`config.mk`:
```
export PLATFORM = sky130hd
export DESIGN_NAME = fleet_setup_ctrl
export DESIGN_NICKNAME = d
export VERILOG_FILES = /design/src/rtl/fleet_pkg.sv /design/src/rtl/fleet_fit_check.sv /design/src/rtl/fleet_cursor_next.sv /design/src/rtl/fleet_anchor_store.sv /design/src/rtl/fleet_setup_ctrl.sv
export SDC_FILE = /design/constraint.sdc
export NUM_CORES = 1
export LEC_CHECK = 0
export CORE_ASPECT_RATIO = 0.9
export CORE_MARGIN = 2
export CORE_UTILIZATION = 63
export CTS_CLUSTER_DIAMETER = 60
export DETAILED_ROUTE_END_ITERATION = 6
export PLACE_DENSITY_LB_ADDON = 0.08
export RECOVER_POWER = 25
export REMOVE_ABC_BUFFERS = 1
export SYNTH_ARGS = -nofsm -noshare
export SYNTH_HDL_FRONTEND = slang
export SYNTH_SLANG_ARGS = --single-unit
```
`constraint.sdc`:
```
create_clock -name clk_i -period 10.9 [get_ports clk_i]
set_clock_uncertainty 0.15 [all_clocks]
set_input_delay 1.635 -clock clk_i [delete_from_list [all_inputs] [get_ports clk_i]]
set_output_delay 1.635 -clock clk_i [all_outputs]
set_load 0.02 [all_outputs]
```
`src/rtl/fleet_pkg.sv`:
```
package fleet_pkg;
  localparam int BOARD_N   = 10;
  localparam int NUM_SHIPS = 5;
  localparam int COORD_W   = $clog2(BOARD_N);
  localparam int CODE_W    = $clog2(BOARD_N * BOARD_N);
  localparam int IDX_W     = $clog2(NUM_SHIPS);
  localparam int LEN_W     = 3;

  typedef enum logic [3:0] {
    ST_PLACE  = 4'h1,
    ST_REPORT = 4'h2,
    ST_DONE   = 4'h3
  } setup_st_e;

  typedef struct packed {
    logic [COORD_W-1:0] row;
    logic [COORD_W-1:0] col;
    logic               vert;
  } anchor_t;

  function automatic logic [LEN_W-1:0] ship_len(input int unsigned idx);
    case (idx)
      0:       return LEN_W'(5);
      1:       return LEN_W'(4);
      2, 3:    return LEN_W'(3);
      default: return LEN_W'(2);
    endcase
  endfunction
endpackage

```
`src/rtl/fleet_fit_check.sv`:
```
module fleet_fit_check
  import fleet_pkg::*;
(
  input  logic [COORD_W:0]  row_i,
  input  logic [COORD_W:0]  col_i,
  input  logic              vert_i,
  input  logic [LEN_W-1:0]  len_i,
  output logic              fits_o
);
  localparam int EW = COORD_W + 2;

  logic [EW-1:0] span_end;

  always_comb begin
    span_end = (vert_i ? EW'(row_i) : EW'(col_i)) + EW'(len_i);
    fits_o   = (EW'(row_i) < EW'(BOARD_N)) && (EW'(col_i) < EW'(BOARD_N)) &&
               (span_end <= EW'(BOARD_N));
  end
endmodule

```
`src/rtl/fleet_cursor_next.sv`:
```
module fleet_cursor_next
  import fleet_pkg::*;
(
  input  logic [COORD_W-1:0] row_i,
  input  logic [COORD_W-1:0] col_i,
  input  logic               vert_i,
  input  logic [LEN_W-1:0]   len_i,
  input  logic               up_i,
  input  logic               down_i,
  input  logic               left_i,
  input  logic               right_i,
  input  logic               rotate_i,
  output logic [COORD_W-1:0] row_o,
  output logic [COORD_W-1:0] col_o,
  output logic               vert_o
);
  localparam int CW = COORD_W + 1;

  logic [CW-1:0] cand_row, cand_col;
  logic          cand_vert, cand_ok, fits, take;

  // priority: rotate, up, down, left, right
  always_comb begin
    cand_row  = CW'(row_i);
    cand_col  = CW'(col_i);
    cand_vert = vert_i;
    cand_ok   = 1'b1;
    if (rotate_i) begin
      cand_vert = ~vert_i;
    end else if (up_i) begin
      cand_row = cand_row + CW'(1);
    end else if (down_i) begin
      cand_ok  = (row_i != '0);
      cand_row = cand_row - CW'(1);
    end else if (left_i) begin
      cand_ok  = (col_i != '0);
      cand_col = cand_col - CW'(1);
    end else if (right_i) begin
      cand_col = cand_col + CW'(1);
    end
  end

  fleet_fit_check u_fit (
    .row_i (cand_row),
    .col_i (cand_col),
    .vert_i(cand_vert),
    .len_i (len_i),
    .fits_o(fits)
  );

  assign take   = cand_ok & fits;
  assign row_o  = take ? cand_row[COORD_W-1:0] : row_i;
  assign col_o  = take ? cand_col[COORD_W-1:0] : col_i;
  assign vert_o = take ? cand_vert : vert_i;
endmodule

```
`src/rtl/fleet_anchor_store.sv`:
```
module fleet_anchor_store
  import fleet_pkg::*;
#(
  parameter int DEPTH = NUM_SHIPS
) (
  input  logic             clk_i,
  input  logic             rst_ni,
  input  logic             wr_en_i,
  input  logic [IDX_W-1:0] wr_idx_i,
  input  anchor_t          wr_data_i,
  input  logic [IDX_W-1:0] rd_idx_i,
  output anchor_t          rd_data_o
);
  anchor_t slot_vec [DEPTH];

  for (genvar g = 0; g < DEPTH; g++) begin : g_slot
    anchor_t slot_q;
    always_ff @(posedge clk_i or negedge rst_ni) begin
      if (!rst_ni)                                   slot_q <= '0;
      else if (wr_en_i && wr_idx_i == IDX_W'(g))     slot_q <= wr_data_i;
    end
    assign slot_vec[g] = slot_q;
  end

  always_comb begin
    rd_data_o = '0;
    for (int i = 0; i < DEPTH; i++) begin
      if (rd_idx_i == IDX_W'(i)) rd_data_o = slot_vec[i];
    end
  end
endmodule

```
`src/rtl/fleet_setup_ctrl.sv`:
```
module fleet_setup_ctrl
  import fleet_pkg::*;
(
  input  logic               clk_i,
  input  logic               rst_ni,
  input  logic               btn_en_i,
  input  logic               up_i,
  input  logic               down_i,
  input  logic               left_i,
  input  logic               right_i,
  input  logic               rotate_i,
  input  logic               place_i,
  input  logic               undo_i,
  input  logic               go_i,
  output logic [COORD_W-1:0] cur_row_o,
  output logic [COORD_W-1:0] cur_col_o,
  output logic               vertical_o,
  output logic [IDX_W-1:0]   ship_idx_o,
  output logic [LEN_W-1:0]   ship_len_o,
  output logic               loc_valid_o,
  output logic [CODE_W-1:0]  loc_code_o,
  output logic [3:0]         state_o,
  output logic               setup_done_o
);
  localparam int CW = COORD_W + 2;

  setup_st_e          st_q;
  logic [COORD_W-1:0] row_q, col_q;
  logic               vert_q;
  logic [IDX_W-1:0]   idx_q;
  logic               valid_q;
  logic [CODE_W-1:0]  code_q;
  logic               go_q;

  logic [LEN_W-1:0]   len_cur, len_next;
  logic               en_place, do_undo, do_place, mv_en, go_fall, last_ship;
  logic [COORD_W-1:0] mv_row, mv_col, next_col;
  logic               mv_vert;
  anchor_t            rd_anchor;

  assign len_cur   = ship_len(int'(idx_q));
  assign len_next  = ship_len(int'(idx_q) + 1);
  assign en_place  = (st_q == ST_PLACE) && btn_en_i;
  assign do_undo   = en_place && undo_i && (idx_q != '0);
  assign do_place  = en_place && !undo_i && place_i;
  assign mv_en     = en_place && !undo_i && !place_i;
  assign go_fall   = (st_q == ST_REPORT) && go_q && !go_i;
  assign last_ship = (idx_q == IDX_W'(NUM_SHIPS - 1));

  // column clamp for the next, possibly shorter, horizontal ship
  assign next_col = (CW'(col_q) + CW'(len_next) > CW'(BOARD_N)) ?
                    COORD_W'(BOARD_N - int'(len_next)) : col_q;

  fleet_cursor_next u_next (
    .row_i   (row_q),
    .col_i   (col_q),
    .vert_i  (vert_q),
    .len_i   (len_cur),
    .up_i    (mv_en & up_i),
    .down_i  (mv_en & down_i),
    .left_i  (mv_en & left_i),
    .right_i (mv_en & right_i),
    .rotate_i(mv_en & rotate_i),
    .row_o   (mv_row),
    .col_o   (mv_col),
    .vert_o  (mv_vert)
  );

  fleet_anchor_store u_store (
    .clk_i    (clk_i),
    .rst_ni   (rst_ni),
    .wr_en_i  (do_place),
    .wr_idx_i (idx_q),
    .wr_data_i('{row: row_q, col: col_q, vert: vert_q}),
    .rd_idx_i (idx_q - IDX_W'(1)),
    .rd_data_o(rd_anchor)
  );

  always_ff @(posedge clk_i or negedge rst_ni) begin
    if (!rst_ni) begin
      st_q    <= ST_PLACE;
      row_q   <= '0;
      col_q   <= '0;
      vert_q  <= 1'b0;
      idx_q   <= '0;
      valid_q <= 1'b0;
      code_q  <= '0;
      go_q    <= 1'b0;
    end else begin
      go_q <= go_i;
      case (st_q)
        ST_PLACE: begin
          if (do_undo) begin
            idx_q  <= idx_q - IDX_W'(1);
            row_q  <= rd_anchor.row;
            col_q  <= rd_anchor.col;
            vert_q <= rd_anchor.vert;
          end else if (do_place) begin
            valid_q <= 1'b1;
            code_q  <= CODE_W'(row_q) * CODE_W'(BOARD_N) + CODE_W'(col_q);
            st_q    <= ST_REPORT;
          end else begin
            row_q  <= mv_row;
            col_q  <= mv_col;
            vert_q <= mv_vert;
          end
        end
        ST_REPORT: begin
          if (go_fall) begin
            valid_q <= 1'b0;
            code_q  <= '0;
            if (last_ship) begin
              st_q <= ST_DONE;
            end else begin
              idx_q  <= idx_q + IDX_W'(1);
              vert_q <= 1'b0;
              col_q  <= next_col;
              st_q   <= ST_PLACE;
            end
          end
        end
        default: st_q <= ST_DONE;
      endcase
    end
  end

  assign cur_row_o    = row_q;
  assign cur_col_o    = col_q;
  assign vertical_o   = vert_q;
  assign ship_idx_o   = idx_q;
  assign ship_len_o   = len_cur;
  assign loc_valid_o  = valid_q;
  assign loc_code_o   = code_q;
  assign state_o      = st_q;
  assign setup_done_o = (st_q == ST_DONE);
endmodule

```
# [Yosys cells after proc, flatten, opt, wreduce, memory -nomap -nowiden]
# Cells that the tools add are included.
[totals] regBits=70 in_bits=11 out_inout_bits=28 word_cells=157
[op_classes] n_addsub=11 mul=1 order_cmp=4 eq_ne=23 n_mux=54 n_bitwise=7 n_reduce_logical=34
[ops] op="two-way mux 4 bit" n=12
[ops] op="two-way mux 5 bit" n=9
[ops] op="two-way mux 9 bit" n=5
[ops] op="zero test 32 bit" n=1
[ops] op="two-way mux 7 bit" n=3
[ops] op="one-hot mux 3 bit (3 select lines)" n=2
[ops] op="equality test 4 x 2 -> 1 bit, second input constant" n=4
[ops] op="one-hot mux 4 bit (2 select lines)" n=2
[ops] op="logical AND 1 bit" n=15
[ops] op="one-hot mux 7 bit (2 select lines)" n=1
[ops] op="two-way mux 1 bit" n=13
[ops] op="equality test 3 x 2 -> 1 bit, second input constant" n=4
[ops] op="adder 4 x 1 -> 5 bit, second input constant" n=2
[ops] op="less-than comparator 5 x 4 -> 1 bit, second input constant" n=2
[ops] op="!= test 2 bit, second input constant" n=5
[ops] op="subtractor 4 x 1 -> 5 bit, second input constant" n=2
[ops] op="two-way mux 3 bit" n=3
[ops] op="equality test 4 x 1 -> 1 bit, second input constant" n=2
[ops] op="AND reduction 4 bit" n=2
[ops] op="nonzero test 4 bit" n=2
[ops] op="adder 7 x 4 -> 7 bit" n=1
[ops] op="adder 6 x 3 -> 6 bit" n=1
[ops] op="AND 1 bit" n=6
[ops] op="equality test 3 x 1 -> 1 bit, second input constant" n=2
[ops] op="other kinds (24)" n=33

# [Longest topological paths before layout]
# Gate-level depths: netlist of run 1.
[depth] ltp_word=19 mapped_depth=22 depth_no_buf=20

# [Hierarchy]
# From an unflattened synthesis of run 1, not the netlist that was laid out.
[hier_totals] hier_cells=428 area_unflattened_um2=4634.4
[by_module_without_submodules] mod="fleet_anchor_store" n_inst=1 cells_each=145 area_per_inst_um2=2088.3 seq_area_each_um2=1126.1
[by_module_without_submodules] mod="fleet_setup_ctrl" n_inst=1 cells_each=191 area_per_inst_um2=1833.0 seq_area_each_um2=576.8
[by_module_without_submodules] mod="fleet_cursor_next" n_inst=1 cells_each=72 area_per_inst_um2=541.8 seq_area_each_um2=0.0
[by_module_without_submodules] mod="fleet_fit_check" n_inst=1 cells_each=20 area_per_inst_um2=171.4 seq_area_each_um2=0.0

# [Worst setup path after synthesis of run 1]
# OpenSTA, ideal clock, no wires.
[synth_timing] path_kind="input to register" start="input rotate_i" end="register col_q[1] (netlist: cur_col_o[1])" setup_ps=125 arrival_ps=4912 required_ps=10625 setup_slack_ps=5713 cell_stages=20 path_buffers=2 path_cell_list="clkbuf_4 > nor3_1 > nand2_1 > nor2_1 > xnor2_1 > nand2_1 > o21ai_0 > a21oi_1 > o21a_1 > ha_1 > inv_1 > fa_1 > nand2b_1 > o2111ai_1 > a211oi_1 > o211ai_1 > a311o_1 > buf_6 > a211oi_4 > mux2_4"
[synth_between] elab_chain_cells=9 elab_cells_between_ends=19 cone_classes="add/sub: 1; order compare: 3; eq/ne: 1; mux: 9; bitwise: 2; reduce/logical: 3"
[synth_rtl] item="from (decl)" line_no="fleet_setup_ctrl.sv:11" source="input logic rotate_i,"
[synth_rtl] item="AND 1 bit (*)" line_no="fleet_setup_ctrl.sv:63" source=".rotate_i(mv_en & rotate_i),"
[synth_rtl] item="two-way mux 5 bit or two-way mux 1 bit (tied branches)" line_no="fleet_cursor_next.sv:28" source="if (rotate_i) begin"
[synth_rtl] item="two-way mux 5 bit" line_no="fleet_fit_check.sv:15" source="span_end = (vert_i ? EW'(row_i) : EW'(col_i)) + EW'(len_i);"
[synth_rtl] item="adder 6 x 3 -> 6 bit" line_no="fleet_fit_check.sv:15"
[synth_rtl] item="<= comparator 6 x 4 -> 1 bit" line_no="fleet_fit_check.sv:17" source="(span_end <= EW'(BOARD_N));"
[synth_rtl] item="logical AND 1 bit" line_no="fleet_fit_check.sv:16" source="fits_o = (EW'(row_i) < EW'(BOARD_N)) && (EW'(col_i) < EW'(BOARD_N)) &&"
[synth_rtl] item="AND 1 bit" line_no="fleet_cursor_next.sv:51" source="assign take = cand_ok & fits;"
[synth_rtl] item="!= test 3 x 2 -> 1 bit (no source line)"
[synth_rtl] item="AND reduction 6 bit (no source line)"
[synth_rtl] item="to (signal assigned)" line_no="fleet_setup_ctrl.sv:96" source="col_q <= rd_anchor.col;"
[synth_rtl] item="to (signal assigned)" line_no="fleet_setup_ctrl.sv:104" source="col_q <= mv_col;"
[synth_rtl] item="to (signal assigned)" line_no="fleet_setup_ctrl.sv:117" source="col_q <= next_col;"
[synth_rtl] item="to (decl)" line_no="fleet_setup_ctrl.sv:28" source="logic [COORD_W-1:0] row_q, col_q;"
# Mark *: on every way between the ends. The rest lies on a longest branch, timed or not. The select of a mux whose other input is x is not followed.
# A chain may end at the register's enable or synchronous reset.

# [Final worst setup path of run 1]
# Ends and elaborated chain as after synthesis.

==> results.md, run 1 <==
* WHS Endpoint: loc_code_o[5]
* Final Cell Area at roughly 5000 um2
* Setup Fix Bufs, Post-CTS at 0
* HP Class: reg -> reg
* Number of synthesized register bits at 68
* Failing checks: capacitance limit, slew limit
* Final Cycle Share at 54.2%
* Yosys cell types at 66
* Worst Path Required at 10.99 ns
* Reg area at 1700 um2
* Most frequent cell after synthesis: dfrtp_1
* Post-synth EDFFs at 0
* Slowest CP cell: clkdlybuf4s50_1
* Commonest cells in the netlist: 67 x dfrtp_1, 40 x nand2_1, 39 x mux2_2
* # DRC at 0
* CORE AREA at around 7000 um2
* Post-synth top area share at a little under two fifths
* Initial antenna violation count at 0
* RR Endpoint: cur_col_o[1]
* Synth Instances at around 450
* CTS max path bufs at 2
* Leak pwr at 2.25 nW
* Row count at 29
* Synth-to-Final Area Change at 11.8%
* Critical path launch point type: primary input
* CP Capture Type: flip-flop
* Sequential cell area fraction in the yosys report at a little under two fifths
* Logic gate share of total power at 54.4%
* R2R setup slack at approximately 6.0 ns
* Setup CP Type: in -> reg
* NumNets Final at between 500 and 600
* Synth area leaders: dfrtp_1 37%, mux2_2 9.8%, ha_1 8.3%
* Ratio of cells with drive above 1 in the final layout at 14.6%
* Worst-Skew Late Latency at between 0.3 and 0.4 ns
* Multi-input combinational cell area at 2520 um2
* Largest stage delay on the critical path at 0.65 ns
* CTS sink cnt at slightly below 70
* Clk pin slew, worst setup/hold paths at ~0.080 ns
* Setup violators final at 0
* Clock Power Share at 15.9%
* DR vias/cell at 6.29
* CTS tree: done
* P_sw at between 600 and 700 uW
* Total CTS buffers at 9
* Antenna diodes at 0
* Actual slew at the worst max-slew pin at ~3.7 ns
* Setup tns final at 0 ns
* Achievable Freq at between 150 and 200 MHz
* Largest net degree at the start of global routing at 69
* Asr flop ratio synth at 100%
* Drt first pass iters at 5
* GR Overflow Total at 0
* Vias in the first global route at ~3500
* Net Sw Frac at between 40% and 50%
* Die height at between 80 and 90 um
* Placed cell area at a little under 5000 um2
* Synth Cell Area at 4500 um2
* Total Routing Usage GR at between 20% and 30%
* Synthesized area per cell at between 9 and 10 um2
* Post-CTS Hold Fix Bufs at 0
* Clk root buf: clkbuf_8
* Total power at between 1 and 1.5 mW
* Fillers at approximately 550
* Post-cts sizing count at 0
* Internal power at roughly 840 uW
* CP cell instances: clkdlybuf4s50_1 > nor3_1 > nand2_1 > nor2_1 > xnor2_1 > nand2_1 > o21ai_0 > a21oi_1 > o21a_1 > ha_1 > inv_1 > fa_1 > nand2b_1 > o2111ai_1 > a211oi_1 > o211ai_1 > a311o_1 > a211oi_4 > mux2_4
* Final wirelength at between 10000 and 15000 um
* DR vias at ~3600
* Initial DRC count at 232
* Post-detail-place hpwl at 7540 um
* Antenna Nets Post-Route at 0
* Pwr Density at between 200 and 300 nW/um2
* Hold Path Depth at 2
* # IOs at 39
* Initial Utilization at 64.5%
* GP Congestion at approximately 0.93
* Count of input and output buffers at 36
* Crit-path max FO at 11
* Main synth FF type: dfrtp_1
* Drt wl/cell at between 15 and 20 um
* Max-Cap Viols at 1
* Arrival @ worst endpoint at 5.99 ns
* Most Frequent Cell on Critical Path: nand2_1
* Post-layout util at between 70% and 80%
* Area leader, netlist: dfrtp_1
* Final Critical Period at between 5 and 6 ns
* Rel. slew slack at -145%
* RR Startpoint: state_o[0]
* Outcome: finished with violations
* Peak ir drop on the vdd network at 284 uV
* Reg power frac at just under 30%
* CTS H-tree depth at 3
* Hold_sp: loc_code_o[5]
* Final slew viol count at 69
* Width of the die at about 93 um
* First-pass GRT wire length at 17400 um
* Synth Warn # at 0
* Die footprint at slightly below 8000 um2
* RSZ-0062 raised after global routing: false
* Hold Vio Cnt, Final at 0
* R2R depth at 19
metal layers:
layer | wire length [um] | GRT usage (%) | vias to the layer above | share of wire [%]
met4 | 176 | 7.35 | 0 | 1.7
met5 | 0 | 0 | - | 0
li1 | - | - | 1665 | -
met1 | 4830 | 41.5 | 1763 | 46
met2 | 5020 | 44.5 | 115 | 48
met3 | 532 | 5.92 | 19 | 5.0
critical path, delay by kind of cell:
kind	cells	cell delay, ns
xor+xnor	1	0.11
compound gates	8	1.76
mux	1	0.33
simple gates	5	0.81
fa+ha+maj	2	0.64
buf+inv	2	0.71
sequential cells by signal (all words and copies together) (netlist names):
signal / count
cur_col_o: 4
state_o: 2
ship_idx_o: 3
loc_code_o: 7
go_q: 1
loc_valid_o: 1
vertical_o: 1
cur_row_o: 4
u_store.g_slot.slot_q: 45
how the worst max path moves through the flow:
stage                        end  depth (start not counted)  startpoint  slack [ns]
finish              cur_col_o[1]                         19    rotate_i        5.00
floorplan           cur_col_o[1]                         18     place_i        5.70
CTS                 cur_col_o[1]                         15    rotate_i        5.09
global placement    cur_col_o[1]                         19    rotate_i        4.93
detailed placement  cur_col_o[1]                         15    rotate_i        4.73
global route        cur_col_o[1]                         19    rotate_i        4.75
power groups by stage:
| stage | logic (mW) | clock network (mW) | registers [mW] |
|---|---|---|---|
| 6_report | 0.807 | 0.236 | 0.441 |
| 5_1_grt | 0.898 | 0.249 | 0.454 |
| 4_1_cts | 0.807 | 0.240 | 0.440 |
| 3_5_place_dp | 0.802 | 0 | 0.444 |
| 3_3_place_gp | 0.776 | 0 | 0.438 |
| 2_1_floorplan | 0.539 | 0 | 0.451 |
per-stage QoR:
stage	setup slack [ns]	hold slack (ns)	std cells
after floorplan	5.70	0.300	419
after global placement	4.93	0.309	550
after detailed placement	4.73	0.317	550
after CTS	5.09	0.337	566
after global routing	4.75	0.350	566
final	5.00	0.334	566
cell type report:
type / count / share of cell area, %
tap: 93 / 2.32
multi-input combinational: 325 / 50.1
clock inverter: 7 / 1.97
inverter: 26 / 1.94
timing repair buffer: 38 / 7.30
sequential: 68 / 33.9
clock buffer: 9 / 2.47
cell families after synthesis:
kind of cell | Yosys count | share of synthesized area, %
AO/OA/AOI/OAI | 120 | 19.3
XOR/XNOR | 20 | 3.90
adder cells (fa/ha/maj) | 34 | 10.1
buffers and inverters | 59 | 6.18
flip-flops | 68 | 37.9
multiplexers | 41 | 10.3
other | 1 | 0.0834
AND/OR/NAND/NOR | 108 | 12.2
layout by cell type (no fill, tap or decap), types with 5 or more instances in the layout:
| cell | n |
|---|---|
| a211oi_1 | 5 |
| a21oi_1 | 19 |
| a221oi_1 | 10 |
| a22oi_1 | 9 |
| and3_1 | 5 |
| clkbuf_8 | 9 |
| clkdlybuf4s50_1 | 34 |
| dfrtp_1 | 67 |
| ha_1 | 30 |
| inv_1 | 26 |
| mux2_2 | 39 |
| nand2_1 | 40 |
| nand3_1 | 6 |
| nor2_1 | 19 |
| nor2b_1 | 6 |
| nor3_1 | 5 |
| o211ai_1 | 5 |
| o21ai_0 | 32 |
| xnor2_1 | 15 |
| xor2_1 | 5 |
No activity file was read; power rests on OpenSTA's default activity.
==> inputs of run 2 (changes only) <==
- CORE_UTILIZATION: 63 -> 59
- clock period: 10.9 -> 6.1 ns (I/O delays scaled with it)
==> results.md, run 2 (synthesis results as in run 1) <==
* Final Cycle Share at between 80 and 90%
* Final Critical Period at 5.03 ns
* Reg power frac at 30.0% (was 29.7%)
* Post-detail-place hpwl at 7520 um (was 7540 um)
* Initial DRC count at 200 (was 232)
* Antenna diodes at 0 (unchanged)
* Actual slew at the worst max-slew pin at 3.73 ns (was 3.68 ns)
* Met3 usage at 2.78% (was 5.92%)
* Most Frequent Cell on Critical Path: nand2_1 (unchanged)
* Max FFs per register at 45 (unchanged)
* HP Class: reg -> reg (unchanged)
* Net Sw Frac at 44.2% (was 43.6%)
* Worst Path Required at 6.19 ns (was 10.99 ns)
* Post-CTS Hold Fix Bufs at 0 (unchanged)
* Clk root buf: clkbuf_8 (unchanged)
* Logic gate share of total power at 55.7% (was 54.4%)
* NumNets Final at 514 (was 513)
* Busiest layer in global routing: met2 (unchanged)
* Leak pwr at 2.25 nW (about the same)
* Biggest register: u_store.g_slot.slot_q (unchanged)
* Initial antenna violation count at 0 (unchanged)
* Peak ir drop on the vdd network at 454 uV (was 284 uV)
* Synth-to-Final Area Change at 11.5% (was 11.8%)
* First-pass GRT wire length at 17100 um (was 17400 um)
* Outcome: finished with violations (unchanged)
* DR vias at 3519 (was 3562)
* CTS tree: done (unchanged)
* GRT met2 Usage at 42.1% (was 44.5%)
* Internal power at 1.47 mW (was 837 uW)
* Hold Vio Cnt, Final at 0 (unchanged)
* Drt wl/cell at 18.8 um (was 18.7 um)
* Count of input and output buffers at 36 (unchanged)
* Max-Cap Viols at 1 (unchanged)
* Ratio of cells with drive above 1 in the final layout at 14.8% (was 14.6%)
* Most frequent cells in the layout: 67 x dfrtp_1, 40 x nand2_1, 39 x mux2_2, 34 x clkdlybuf4s50_1, 32 x o21ai_0 (unchanged)
* Clock Power Share at 14.3% (was 15.9%)
* Setup Fix Bufs, Post-CTS at 0 (unchanged)
* Antenna Nets Post-Route at 0 (unchanged)
* CTS H-tree depth at 3 (unchanged)
* Most common cell after layout, fill and taps aside: dfrtp_1 (unchanged)
* Arrival @ worst endpoint at 5.12 ns (was 5.99 ns)
* Vias in the first global route at 3365 (was 3453)
* Setup tns final at 0 ns (unchanged)
* Die height at 86.8 um (was 84.1 um)
* Clk pin slew, worst setup/hold paths at 0.08 ns (about the same)
* Placed cell area at 4820 um2 (was 4810 um2)
* Setup violators final at 0 (unchanged)
* Total Routing Usage GR at 27.1% (was 28.6%)
* Total CTS buffers at 9 (unchanged)
* Final slew viol count at 69 (unchanged)
* Met1 GRT Util at 39.6% (was 41.5%)
* # DRC at 0 (unchanged)
* CTS sink cnt at 68 (unchanged)
* Worst-Skew Late Latency at 0.35 ns (about the same)
* Setup CP Type: in -> reg (unchanged)
* RSZ-0062 raised after global routing: false (unchanged)
* Final Cell Area at 5010 um2 (was 5020 um2)
* GP Congestion at 0.928 (about the same)
* Critical path launch point type: primary input (unchanged)
* CTS max path bufs at 2 (unchanged)
* Slowest CP cell: clkdlybuf4s50_1 (unchanged)
* Failing checks: capacitance limit, slew limit (unchanged)
* CORE AREA at 7470 um2 (was 6970 um2)
* Hold Worst Slack at 0.328 ns (was 0.334 ns)
* Crit-path max FO at 11 (unchanged)
* Initial Utilization at 60.2% (was 64.5%)
* GR Overflow Total at 0 (unchanged)
* Post-cts sizing count at 0 (unchanged)
* Largest net degree at the start of global routing at 69 (unchanged)
* CP Capture Type: flip-flop (unchanged)
* CP cell instances: clkdlybuf4s50_1 > nor3_1 > nand2_1 > nor2_1 > xnor2_1 > nand2_1 > o21ai_0 > a21oi_1 > o21a_1 > ha_1 > inv_1 > fa_1 > nand2b_1 > o2111ai_1 > a211oi_1 > o211ai_1 > a311o_1 > a211oi_4 > mux2_4 (unchanged)
* Fillers at 618 (was 548)
* Rel. slew slack at -149% (was -145%)
* Row count at 30 (was 29)
* # IOs at 39 (unchanged)
* Die footprint at 8330 um2 (was 7830 um2)
* P_sw at 1.16 mW (was 648 uW)
* Final wirelength at 10700 um (was 10600 um)
* Largest stage delay on the critical path at 0.61 ns (was 0.65 ns)
* Achievable Freq at 199 MHz
* Drt first pass iters at 6 (was 5)
* DR vias/cell at 6.17 (was 6.29)
* Width of the die at 96.0 um (was 93.0 um)
* Pwr Density at 524 nW/um2 (was 295 nW/um2)
* Total power at 2.63 mW (was 1.48 mW)
## run 2: through the flow
step                      setup WS (ns)  utilization [%]  instances
after floorplan                    1.62                -        419
after global placement            0.857             64.5        554
after detailed placement          0.721             64.5        554
after CTS                          1.07             67.2        570
after global routing              0.663             67.1        570
final                              1.07             67.1        570
## run 2: path summary, 6_finish.rpt
path	start	endpoint	slack (ns)	depth (start not counted)
setup / recovery	rotate_i	cur_col_o[1]	1.07	19
hold / removal	loc_code_o[5]	loc_code_o[5]	0.33	2
hold reg to reg	loc_code_o[5]	loc_code_o[5]	0.33	2
max in group asynchronous	rst_ni	vertical_o	1.89	2
setup reg to reg	state_o[0]	cur_col_o[1]	1.24	19
min in group asynchronous	rst_ni	loc_code_o[6]	1.80	2
## run 2: power groups by stage
stage                     registers [mW]  clock network [mW]  logic [mW]
after floorplan                    0.805                   0       0.962
after global placement             0.786                   0        1.40
after detailed placement           0.794                   0        1.45
after CTS                          0.786               0.381        1.47
after global routing               0.814               0.396        1.62
final                              0.789               0.376        1.46
## run 2: final cells by class
cell class / instances / area, um2 / area share, %
clock inverter: 6 / 62.6 / 1.25
tap: 96 / 120 / 2.40
clock buffer: 10 / 138 / 2.75
multi-input combinational: 325 / 2520 / 50.2
timing repair buffer: 39 / 374 / 7.46
inverter: 26 / 97.6 / 1.95
sequential: 68 / 1700 / 34.0
## run 2: per-layer routing
| layer | share of wire [%] | vias to the layer above |
|---|---|---|
| met5 | 0 | - |
| met4 | 2.1 | 0 |
| met3 | 5.2 | 17 |
| met2 | 45 | 114 |
| met1 | 47 | 1730 |
| li1 | - | 1658 |
## run 2: worst max-delay path: cells and delay by family
kind | cells | cell delay (ns)
compound gates | 8 | 1.70
simple gates | 5 | 0.76
buf+inv | 2 | 0.67
fa+ha+maj | 2 | 0.63
mux | 1 | 0.33
xor+xnor | 1 | 0.12
